`src/rtl/pmc_pkg.sv`:
```
package pmc_pkg;
   localparam int NUM_PMC  = 4;
   localparam int ADDR_W   = 3;
   localparam int CODE_CYC = 1;
   localparam int CODE_ALT = 11;

   typedef enum logic [ADDR_W-1:0] {
      RA_PMC1  = 3'd0,
      RA_PMC2  = 3'd1,
      RA_PMC3  = 3'd2,
      RA_PMC4  = 3'd3,
      RA_MODEA = 3'd4,
      RA_MODEB = 3'd5
   } reg_addr_e;
endpackage

```
`src/rtl/pmc_event_sel.sv`:
```
module pmc_event_sel #(
   parameter int SEL_W = 6,
   parameter int W     = 32
) (
   input  logic [SEL_W-1:0] sel,
   input  logic             upd,
   input  logic [W-1:0]     cyc,
   input  logic [W-1:0]     alt,
   output logic             add_en,
   output logic [W-1:0]     inc
);
   import pmc_pkg::*;

   always_comb begin
      add_en = 1'b0;
      inc    = '0;
      if (upd) begin
         if (sel == SEL_W'(CODE_CYC)) begin
            add_en = 1'b1;
            inc    = cyc;
         end else if (sel == SEL_W'(CODE_ALT)) begin
            add_en = 1'b1;
            inc    = alt;
         end
      end
   end
endmodule

```
`src/rtl/pmc_counter.sv`:
```
module pmc_counter #(
   parameter int W = 32
) (
   input  logic         clk,
   input  logic         rst_n,
   input  logic         wr_hit,
   input  logic [W-1:0] wr_data,
   input  logic         add_en,
   input  logic [W-1:0] inc,
   output logic [W-1:0] value
);
   always_ff @(posedge clk) begin
      if (!rst_n)      value <= '0;
      else if (wr_hit) value <= wr_data;
      else if (add_en) value <= value + inc;
   end

   AST_WRITE_WINS: assert property (@(posedge clk) disable iff (!rst_n)
      wr_hit |=> value == $past(wr_data));
   AST_ACCUM_WRAP: assert property (@(posedge clk) disable iff (!rst_n)
      (!wr_hit && add_en) |=> value == W'($past(value) + $past(inc)));
   AST_IDLE_HOLD: assert property (@(posedge clk) disable iff (!rst_n)
      (!wr_hit && !add_en) |=> $stable(value));
endmodule

```
`src/rtl/pmc_irq_gen.sv`:
```
module pmc_irq_gen #(
   parameter int N = 4
) (
   input  logic [N-1:0] msb,
   input  logic         en_first,
   input  logic         en_rest,
   output logic         irq
);
   assign irq = (en_first && msb[0]) || (en_rest && (|msb[N-1:1]));
endmodule

```
`src/rtl/pmc_bank.sv`:
```
module pmc_bank #(
   parameter int W       = 32,
   parameter int SEL1_W  = 6,
   parameter int SEL_W   = 5,
   parameter int S1_LSB  = 5,
   parameter int S2_LSB  = 0,
   parameter int S3_LSB  = 0,
   parameter int S4_LSB  = 5,
   parameter int EN1_BIT = 15,
   parameter int ENX_BIT = 14
) (
   input  logic                          clk,
   input  logic                          rst_n,
   input  logic                          wr_en,
   input  logic [2:0]                    wr_addr,
   input  logic [W-1:0]                  wr_data,
   input  logic                          upd_valid,
   input  logic [W-1:0]                  cyc_cnt,
   input  logic [W-1:0]                  ldst_cnt,
   input  logic [W-1:0]                  fpi_cnt,
   output logic [pmc_pkg::NUM_PMC*W-1:0] pmc_q,
   output logic [W-1:0]                  mode_a_q,
   output logic [W-1:0]                  mode_b_q,
   output logic                          pmi_req,
   output logic                          mon_active
);
   import pmc_pkg::*;

   localparam int SEL_MAX = (SEL1_W > SEL_W) ? SEL1_W : SEL_W;

   if (W < 16) begin : g_bad_w
      $error("pmc_bank: W must be at least 16");
   end
   if (SEL_W < 4 || SEL1_W < 4) begin : g_bad_sel
      $error("pmc_bank: select fields must hold code 11");
   end
   if (S1_LSB + SEL1_W > W || S2_LSB + SEL_W > W || EN1_BIT >= W || ENX_BIT >= W) begin : g_bad_pos
      $error("pmc_bank: mode A field outside the word");
   end
   if (S3_LSB + SEL_W > W || S4_LSB + SEL_W > W) begin : g_bad_posb
      $error("pmc_bank: mode B field outside the word");
   end

   logic [NUM_PMC-1:0] msb;

   always_ff @(posedge clk) begin
      if (!rst_n) begin
         mode_a_q <= '0;
         mode_b_q <= '0;
      end else if (wr_en) begin
         if (wr_addr == RA_MODEA) mode_a_q <= wr_data;
         if (wr_addr == RA_MODEB) mode_b_q <= wr_data;
      end
   end

   for (genvar gi = 0; gi < NUM_PMC; gi++) begin : g_pmc
      logic [SEL_MAX-1:0] sel;
      logic [W-1:0]       alt;
      logic               add_en;
      logic [W-1:0]       inc;
      logic [W-1:0]       value;
      logic               hit;

      if (gi == 0) begin : g_c1
         assign sel = SEL_MAX'(mode_a_q[S1_LSB +: SEL1_W]);
         assign alt = '0;
      end else if (gi == 1) begin : g_c2
         assign sel = SEL_MAX'(mode_a_q[S2_LSB +: SEL_W]);
         assign alt = ldst_cnt;
      end else if (gi == 2) begin : g_c3
         assign sel = SEL_MAX'(mode_b_q[S3_LSB +: SEL_W]);
         assign alt = fpi_cnt;
      end else begin : g_c4
         assign sel = SEL_MAX'(mode_b_q[S4_LSB +: SEL_W]);
         assign alt = '0;
      end

      assign hit = wr_en && (wr_addr == ADDR_W'(gi));

      pmc_event_sel #(.SEL_W(SEL_MAX), .W(W)) u_sel (
         .sel    (sel),
         .upd    (upd_valid),
         .cyc    (cyc_cnt),
         .alt    (alt),
         .add_en (add_en),
         .inc    (inc)
      );

      pmc_counter #(.W(W)) u_cnt (
         .clk     (clk),
         .rst_n   (rst_n),
         .wr_hit  (hit),
         .wr_data (wr_data),
         .add_en  (add_en),
         .inc     (inc),
         .value   (value)
      );

      assign pmc_q[gi*W +: W] = value;
      assign msb[gi]          = value[W-1];
   end

   pmc_irq_gen #(.N(NUM_PMC)) u_irq (
      .msb      (msb),
      .en_first (mode_a_q[EN1_BIT]),
      .en_rest  (mode_a_q[ENX_BIT]),
      .irq      (pmi_req)
   );

   assign mon_active = (|mode_a_q) || (|mode_b_q);

   AST_IRQ_NEEDS_MSB: assert property (@(posedge clk) disable iff (!rst_n)
      pmi_req |-> (|msb));
   AST_IRQ_GATED_OFF: assert property (@(posedge clk) disable iff (!rst_n)
      (wr_en && wr_addr == RA_MODEA && !wr_data[EN1_BIT] && !wr_data[ENX_BIT]) |=> !pmi_req);
   AST_ACTIVE_ON_WRITE: assert property (@(posedge clk) disable iff (!rst_n)
      (wr_en && wr_addr == RA_MODEA && wr_data != '0) |=> mon_active);
   AST_BAD_ADDR_IGNORED: assert property (@(posedge clk) disable iff (!rst_n)
      (wr_en && wr_addr > RA_MODEB && !upd_valid) |=> $stable(pmc_q) && $stable(mode_a_q) && $stable(mode_b_q));
endmodule

```
`config.mk`:
```
export PLATFORM = sky130hd
export DESIGN_NAME = pmc_bank
export DESIGN_NICKNAME = d
export VERILOG_FILES = /design/src/rtl/pmc_pkg.sv /design/src/rtl/pmc_event_sel.sv /design/src/rtl/pmc_counter.sv /design/src/rtl/pmc_irq_gen.sv /design/src/rtl/pmc_bank.sv
export SDC_FILE = /design/constraint.sdc
export NUM_CORES = 1
export LEC_CHECK = 0
export BUFFER_PORTS_ARGS = -buffer_cell sky130_fd_sc_hd__clkbuf_2
export CORE_ASPECT_RATIO = 1.4
export CORE_MARGIN = 2
export CORE_UTILIZATION = 60
export DETAILED_ROUTE_END_ITERATION = 8
export GPL_TIMING_DRIVEN = 0
export PLACE_DENSITY_LB_ADDON = 0.3
export REMOVE_ABC_BUFFERS = 1
export SYNTH_ARGS = -nofsm -noshare
export SYNTH_HDL_FRONTEND = slang
export SYNTH_SLANG_ARGS = --single-unit
```
`constraint.sdc`:
```
create_clock -name clk -period 8 [get_ports clk]
set_clock_uncertainty 0.2 [all_clocks]
set_input_delay 1.2 -clock clk [delete_from_list [all_inputs] [get_ports clk]]
set_output_delay 1.2 -clock clk [all_outputs]
set_load 0.02 [all_outputs]
```
# Word level (Yosys, flattened, before mapping)
# Index checks and enable logic that the tools add are counted.
# Widths: inputs -> output; s select.
dict set report totals {
  input_bits 135
  reg_bits 192
}
dict set report op_classes {
  muxes 30
  reduce_logical 18
  eq_ne 13
  n_addsub 4
}
# operator n
set ops {}
lappend ops {{$mux 32} 18}
lappend ops {{$add 32x32->32} 4}
lappend ops {{$reduce_or 32->1} 2}
lappend ops {{$eq 5x1->1 const B} 3}
lappend ops {{$eq 5x4->1 const B} 3}
lappend ops {{$mux 1} 12}
lappend ops {{$reduce_bool 2->1} 4}
lappend ops {{$eq 3x2->1 const B} 2}
lappend ops {{$eq 3x3->1 const B} 2}
lappend ops {{$eq 6x1->1 const B} 1}
lappend ops {{$eq 6x4->1 const B} 1}
lappend ops {{$logic_and 1x1->1} 6}
lappend ops {{$reduce_and 2->1} 2}
lappend ops {{$eq 3x1->1 const B} 1}
lappend ops {{$logic_not 3->1} 1}
lappend ops {{$reduce_or 3->1} 1}
lappend ops {{$logic_or 1x1->1} 2}

# Longest topological paths before layout
# Gate-level depths: netlist of run 1.
dict set report depth {
  depth_word 7
  ltp_mapped 17
}

# Hierarchy
# From an unflattened synthesis of run 1, not the netlist that was laid out.
dict set report unflattened {
  hier_cells 2554
  hier_area_um2 19343.6
}
# module n_inst cells_each area_each_um2 seq_area_each_um2
set modules_own_cells {}
lappend modules_own_cells {{pmc_counter (g_pmc[1].u_cnt ...)} 3 439 3251.9 640.6}
lappend modules_own_cells {pmc_event_sel 4 121 908.4 0.0}
lappend modules_own_cells {{pmc_counter (g_pmc[0].u_cnt)} 1 442 3334.4 640.6}
lappend modules_own_cells {pmc_bank 1 308 2605.0 1281.2}
lappend modules_own_cells {pmc_irq_gen 1 3 15.0 0.0}

# Worst setup path before layout of run 1
# No wires, ideal clock.
dict set report synth_timing {
  kind {input-to-reg}
  from {in upd_valid}
  to {reg g_pmc[2].u_cnt.value[28]}
  stages 16
  setup_time_ps 129
  required_ps 7671
  slack_ps 3278
  arrival_ps 4392
  path_cell_list {nand4_1 > clkbuf_1 > clkbuf_1 > clkbuf_1 > a21oi_1 > ha_1 > fa_1 > a21oi_1 > o21ai_1 > o2111ai_1 > a2111oi_0 > o22ai_1 > o311ai_1 > a21oi_1 > xor2_1 > o211ai_1}
}
dict set report synth_via {
  elab_chain_cells 4
  word_cells_on_any_way 6
}
# element line
set synth_rtl {}
lappend synth_rtl {{start, declared} pmc_bank.sv:17} ;# input logic upd_valid,
lappend synth_rtl {{$mux 32} pmc_event_sel.sv:17} ;# if (upd) begin
lappend synth_rtl {{$add 32x32->32} pmc_counter.sv:15} ;# else if (add_en) value <= value + inc;
lappend synth_rtl {{$mux 32} pmc_counter.sv:15}
lappend synth_rtl {{$mux 32} pmc_counter.sv:14} ;# else if (wr_hit) value <= wr_data;
lappend synth_rtl {{end signal, assigned} pmc_counter.sv:14}
lappend synth_rtl {{end signal, assigned} pmc_counter.sv:15}
lappend synth_rtl {{end, declared} pmc_counter.sv:10} ;# output logic [W-1:0] value
# Parallel ways exist; a longest one is shown, timed or not. The select of a mux whose other input is x is not followed.
# A chain may end at the register's enable or synchronous reset.

# Worst setup path after layout of run 1
dict set report layout_timing {
  from {reg mode_a_q[2]}
  to {reg g_pmc[1].u_cnt.value[31]}
}
dict set report layout_via {
  elab_chain_cells 7
  word_cells_on_any_way 12
}
# element line
set layout_rtl {}
lappend layout_rtl {{start, declared} pmc_bank.sv:22} ;# output logic [W-1:0] mode_a_q,
lappend layout_rtl {{start signal, assigned} pmc_bank.sv:51} ;# if (wr_addr == RA_MODEA) mode_a_q <= wr_data;
lappend layout_rtl {{$eq 5x4->1} pmc_event_sel.sv:21} ;# end else if (sel == SEL_W'(CODE_ALT)) begin
lappend layout_rtl {{$mux 32} pmc_event_sel.sv:21}
lappend layout_rtl {{$mux 32} pmc_event_sel.sv:18} ;# if (sel == SEL_W'(CODE_CYC)) begin
lappend layout_rtl {{$mux 32} pmc_event_sel.sv:17}
lappend layout_rtl {{$add 32x32->32} pmc_counter.sv:15}
lappend layout_rtl {{$mux 32} pmc_counter.sv:15}
lappend layout_rtl {{$mux 32} pmc_counter.sv:14}
lappend layout_rtl {{end signal, assigned} pmc_counter.sv:14}
lappend layout_rtl {{end signal, assigned} pmc_counter.sv:15}
lappend layout_rtl {{end, declared} pmc_counter.sv:10}
# Parallel ways exist; a longest one is shown, timed or not. The select of a mux whose other input is x is not followed.

==> results.md, run 1 <==
* Global-route wire length before repair at 92,700 µm
* Worst-path fanout max at 31
* Starting DRT DRC Count at roughly 1,800
* Cell mode on critical path: o211ai_2
* Setup TNS at 0 ns
* Synth warn at 0
* FF+latch area at ~0.0038 mm²
* Synth top area share at 24.1%
* Top cells by count, synth: 440 x nand2_1, 299 x a21oi_1, 192 x dfxtp_1
* Delay-heaviest family, CP: simple AND/OR/NAND/NOR gates
* Final core occ at a little over two thirds
* WL final at between 60,000 and 70,000 µm
* PostCTS Resize Cnt at 0
* Die footprint at roughly 0.028 mm²
* Total GRT Usage at 42.3%
* Status: completed
* FP Rows at 70
* Placed insts at about 2,800
* Routed vias at 18,300
* Slowest CP cell: and2_1
* Total power at ~2.3 mW
* Kind of critical path: flip-flop to flip-flop
* Max IR drop VDD at 0.000142 V
* CTS buffer count at 17
* Average wire per standard cell at ~22 µm
* Max-slew violation count at 0
* Tmin final at roughly 5.2 ns
* Footprint of the multi-input gates at ~0.011 mm²
* Initial antenna violation count at 0
* Die extent in y at approximately 200 µm
* Final WS setup at between 2 and 3 ns
* Global placer's final weighted congestion at a little under 1
* Hold crit path type: flip-flop to flip-flop
* CP endpoint kind: flip-flop
* Unrepaired setup endpoints after global routing: false
* Area delta synth->final at 14.5%
* # H-tree levels at 4
* Main synth FF type: dfxtp_1
* Clock transition at path regs at ~0.080 ns
* Mapped Cells at 2,245
* Worst Tran Pin Value at between 1 and 1.5 ns
* Worst skew pair latency at 0.45 ns
* Asr flop ratio synth at 0%
* Fraction of layout cells with a size suffix above 1 at 17.1%
* CTS Sinks at around 190
* Tcrit/Tclk final at roughly 65%
* Vias per inst at roughly 6.6
* Post-synth EDFFs at 0
* Routed Antenna Nets at 0
* Critical path arrival at between 5 and 6 ns
* WHS at around 0.28 ns
* Crit path buf inv count at 0
* Vias in the first global route at 17,400
* Initial DRT Pass Iterations at 6
* # IOs at 329
* Synth Register Bits at between 150 and 200
* Chip width at ~140 µm
* # Post-CTS Setup Buffers at 0
* Leading area contributor after synthesis: dfxtp_1
* Hold_buf cts at 0
* Yosys cell types at just over 80
* HPWL after detailed placement at roughly 46,000 µm
* Slew headroom at between 5 and 6%
* # port buffers at roughly 330
* Inserted Diodes at 0
* Core area at roughly 0.026 mm²
* Synthesized area per cell at 7.12 µm²
* Root buf cell: clkbuf_16
* Gr ovfl total at 0
* PD cells at about 120 mW/mm²
* Final layout net count at around 2,700
* Layout fillers at roughly 2,300
* CTS tree: yes
* Finished Layout Cells at between 2,000 and 3,000
* Initial core utilization at 61.0%
* Worst slack, placed at approximately 2.7 ns
* Leakage at 8.27 nW
* Placed cell area at between 0.015 and 0.02 mm²
* Max cap viols at 0
* Clock Path Buffers at 2
* Max Freq at roughly 190 MHz
* Largest net degree at the start of global routing at 107
* CP startpoint kind: flip-flop
* Final hold vios at 0
* Worst path required time at roughly 8.2 ns
* Cell area after layout at between 0.015 and 0.02 mm²
* CP peak stage delay at between 1 and 1.5 ns
* Sequential fraction of the synthesis area at 24.1%
* Final setup viols at 0
* Synth Cell Area at approximately 0.016 mm²
* Largest cells by area after synthesis: dfxtp_1 24%, nand2_1 10%, ha_1 9.7%
* Most numerous cell in the Yosys netlist: nand2_1
* Worst-path cell chain: nor4_1 > and2_1 > nand2_1 > a21oi_1 > ha_1 > o211ai_2 > o211ai_2 > nand3_2 > a21oi_4 > a41oi_4 > o31ai_4 > a311oi_2 > or4b_1 > a31oi_1
* DRC at 0
## metal layers
layer  wire length (µm)  GRT usage, %  vias up
li1                   -             -     8500
met1              22200          50.5     8536
met2              28700          70.8     1065
met3               6070          7.32      247
met4               4130          25.9        0
met5                  0             0        -
## layout by cell type, fill, tap and decap left out, drive strengths merged, types with 33 or more instances in the layout
master and count:
and2 76, nand3 53, xor2 38, a21oi 300, o21ai 144, a21o 51
dfxtp 192, nor2 126, clkbuf 346, nand4 33, xnor2 71, o211ai 55
ha 124, nand2 440, inv 47
## logic make-up after synthesis
logic type                 count (synthesis)  synth area share (%)
and+or+nand+nor                          852                  24.2
AOI/OAI and AO/OA                        762                  29.8
DFF                                      192                  24.1
buffers and inverters                    185                  4.69
adders and majority gates                128                  10.2
xor gates and xnor gates                 109                  5.97
muxes                                     17                  1.08
## final timing paths
path | to | depth (start not counted) | slack (ns) | start
max | g_pmc[1].u_cnt.value[31] | 14 | 2.78 | mode_a_q[2]
min | mode_b_q[31] | 2 | 0.28 | mode_b_q[31]
max reg2reg | g_pmc[1].u_cnt.value[31] | 14 | 2.78 | mode_a_q[2]
min reg2reg | mode_b_q[31] | 2 | 0.28 | mode_b_q[31]
## final cells by class
cell class              instances  share of cell area (%)
clock inverters                14                   0.766
flip-flops and latches        192                    21.0
repair buffers                345                    10.4
clock buffers                  18                    2.40
well taps                     324                    2.22
inverters                      38                   0.807
multi-input cells            1868                    62.4
## power breakdown
group / switching, mW / internal, mW
logic: 0.257 / 0.125
registers: 0.0295 / 0.984
clock network: 0.452 / 0.426
## state kept, by name (all words and copies together) (netlist names)
register	cells
g_pmc.u_cnt.value	128
mode_b_q	32
mode_a_q	32
## tightest hold or removal path, stage by stage (launching register included)
cell	delay, ns
dfxtp_1	0.33
nand2_1	0.06
a21oi_1	0.05
(Power assumes the default switching activity.)
==> inputs of run 2 (changes only) <==
ABC_AREA = 1   (was unset)
CORE_UTILIZATION = 53   (was 60)
clock period = 4.35 ns   (was 8 ns; I/O delays follow)
==> run 2 against run 1 <==
Net effect:
- clock power grew 85%
- combinational power grew 90%
- cell area grew 17%
- sequential share of layout area shrank 3.0 points
- synthesized cell count grew 52%
- critical path depth grew 1
- highest routed layer is now met5
- critical path type unchanged
- largest cell class unchanged
- fmax grew 38%
- synthesized area grew 19%
==> results.md, run 2 <==
* Status: completed
* CTS buffer count at 17
* Adder-Cell Fraction of Synth Area at 8.60%
* Clock transition at path regs at ~0.080 ns
* Synthesized area per cell at roughly 5.6 µm²
* Complex-gate fraction of the synthesized area at between 10% and 20%
* Leading area contributor after synthesis: nand2_1
* # IOs at around 330
* Sw Pwr at between 1 and 1.5 mW
* Leakage at 12.3 nW
* Total power at roughly 4.2 mW
* Finished Layout Cells at ~4,100
* Leading registers by flop count: g_pmc.u_cnt.value (128), mode_a_q (32), mode_b_q (32)
* Die footprint at 0.0374 mm²
* Synth Cell Area at 0.0190 mm²
* DRC at 0
* Max Freq at between 200 and 300 MHz
* # Post-CTS Setup Buffers at 0
* Gr ovfl total at 0
* Main synth FF type: dfxtp_1
* Tmin final at 3.78 ns
* Initial DRT Pass Iterations at 7
* Clock Path Buffers at 2
* CP endpoint kind: flip-flop
* Routed vias at approximately 22,000
* FP Rows at 82
* Asr flop ratio synth at 0%
* # H-tree levels at 4
* Initial antenna violation count at 3
* Average wire per standard cell at around 19 µm
* Most numerous cell in the Yosys netlist: nand2_1
* Worst-path fanout max at 63
* Kind of critical path: flip-flop to flip-flop
* Vias per inst at ~5.4
* Max IR drop VDD at around 0.00020 V
* WL final at approximately 77,000 µm
* Area delta synth->final at 12.6%
* Net Sw Frac at roughly a third
* Synth top area share at 22.3%
* Simple-Gate Fraction of Synth Area at between 30% and 40%
* Max cap viols at 0
* Worst path required time at roughly 4.6 ns
* Tcrit/Tclk final at approximately 87%
* Critical path arrival at 3.97 ns
* Fraction of layout cells with a size suffix above 1 at roughly 11%
* CTS tree: yes
* Total GRT Usage at about 41%
* HPWL after detailed placement at roughly 60,000 µm
* Worst skew pair latency at roughly 0.47 ns
* Max-slew violation count at 0
* Routed Antenna Nets at 0
* CP startpoint kind: flip-flop
* CTS Sinks at roughly 190
* Commonest non-fill, non-tap cell in the layout: nand2_1
* Vias in the first global route at approximately 20,000
* Unrepaired setup endpoints after global routing: false
* Hold crit path type: input port to flip-flop
* Logic pwr share at roughly 17%
* Setup TNS at 0 ns
* Max FFs per register at approximately 130
* Clock group share of total power at between 30% and 40%
* Hold_buf cts at 0
* Root buf cell: clkbuf_16
* Die extent in y at approximately 230 µm
* Sequential Power Share at 44.2%
* Placed insts at between 4,000 and 5,000
* Top cells by count, synth: 1,129 x nand2_1, 700 x inv_1, 272 x nor2_1
* Post-synth EDFFs at 0
* # port buffers at roughly 330
* Initial core utilization at between 50% and 60%
* Worst Tran Pin Value at 1.16 ns
* Starting DRT DRC Count at around 2,200
* Slew headroom at 22.5%
* Final layout net count at 3,918
* WHS at ~0.28 ns
* Mapped Cells at 3,402
* Yosys cell types at 46
* Largest family of logic cells by synthesized area: simple AND/OR/NAND/NOR gates
* Xor and xnor fraction of the mapped netlist area at roughly 2.2%
* Final hold vios at 0
* Global placer's final weighted congestion at between 1 and 1.5
* Chip width at 164 µm
* Most frequent cells in the layout: 1,129 x nand2_1, 699 x inv_1, 328 x clkbuf_2
* Sequential fraction of the synthesis area at roughly 20%
* Post-synthesis mux area share at 0%
* Synth warn at 0
* Synth Register Bits at 192
* PD cells at 197 mW/mm²
* Core area at 0.0355 mm²
* Reg with most FFs: g_pmc.u_cnt.value
* Layout fillers at roughly 3,800
* Largest net degree at the start of global routing at 67
* Final setup viols at 0
* Global-route wire length before repair at about 120,000 µm
* Largest cells by area after synthesis: nand2_1 22%, dfxtp_1 20%, inv_1 14%
* Internal power at 2.77 mW
==> run 2: cell count changes in the layout (fill, tap and decap cells not counted), moves of 22 or more <==
cell,previous run,this run
a21boi_0,29,0
nor3_1,29,73
and2_1,74,7
xnor2_1,71,3
nand2_1,439,1129
a211oi_1,24,62
a21o_1,47,4
nor2_1,124,271
nand3_1,50,172
nand4_1,33,11
a21oi_1,298,222
inv_1,37,699
o211ai_1,53,0
==> run 2: worst max-delay path, cell delays in order (launching register included) <==
cell and delay [ns]:
dfxtp_1 0.34, nor2_2 0.27, nand3_4 0.56, nor2_1 0.28
a211oi_1 0.09, ha_1 0.29, fa_1 0.49, nand3_1 0.11
nand3_1 0.20, nand3_1 0.14, nand3_1 0.19, nand3_1 0.17
nand2_1 0.07, nand2_1 0.06, nand3_1 0.07, a21oi_1 0.15
==> run 2: worst paths after layout <==
path	endpoint	start	slack, ns	cells after the start
min reg2reg	mode_a_q[7]	mode_a_q[7]	0.30	2
max	g_pmc[2].u_cnt.value[20]	mode_b_q[2]	0.57	15
min	g_pmc[0].u_cnt.value[9]	wr_data[9]	0.28	3
max reg2reg	g_pmc[2].u_cnt.value[20]	mode_b_q[2]	0.57	15
==> run 2: final cells by class <==
type                       instances  area [µm²]  area share [%]
timing repair buffer             334        1740            8.16
inverter                         716        2690            12.6
clock buffer                      19         443            2.07
tap                              462         578            2.71
antenna                            4        10.0          0.0468
sequential                       192        3840            18.0
clock inverter                    12         114           0.533
multi-input combinational       2394       11900            55.9
==> run 2: repair_timing <==
| item | in CTS | in global routing |
|---|---|---|
| resized for setup | 0 | 1 |
| hold endpoints to repair | 0 | 0 |
| endpoints found under the setup margin | 0 | 5 |
==> run 2: per-stage QoR <==
stage | setup WS, ns | cell area, µm² | util, %
4_1_cts | 0.138 | 21300 | 60.1
5_1_grt | 0.303 | 21400 | 60.2
3_5_place_dp | 0.171 | 20800 | 58.6
3_3_place_gp | -1.70 | 20700 | 58.2
2_1_floorplan | 0.0222 | 18400 | -
6_report | 0.570 | 21400 | 60.2
==> run 2: layer usage <==
metal  GRT usage (%)  part of all wire (%)
met1            48.7                    37
met2            62.3                    43
met3            8.93                    10
met4            34.0                   9.5
met5               0                 0.017
==> run 2: cell families after synthesis <==
group / count (synthesis)
simple gates: 1720
xor+xnor: 48
flops: 192
buf+inv: 816
compound gates: 498
fa+ha+maj: 128
==> run 2: power by group through the flow <==
stage	Combinational (mW)	Clock, mW	Sequential (mW)
finish	0.724	1.62	1.86
global route	0.764	1.69	1.86
CTS	0.699	1.61	1.86
detailed placement	0.697	0	1.90
global placement	0.683	0	1.90
floorplan	0.300	0	1.94
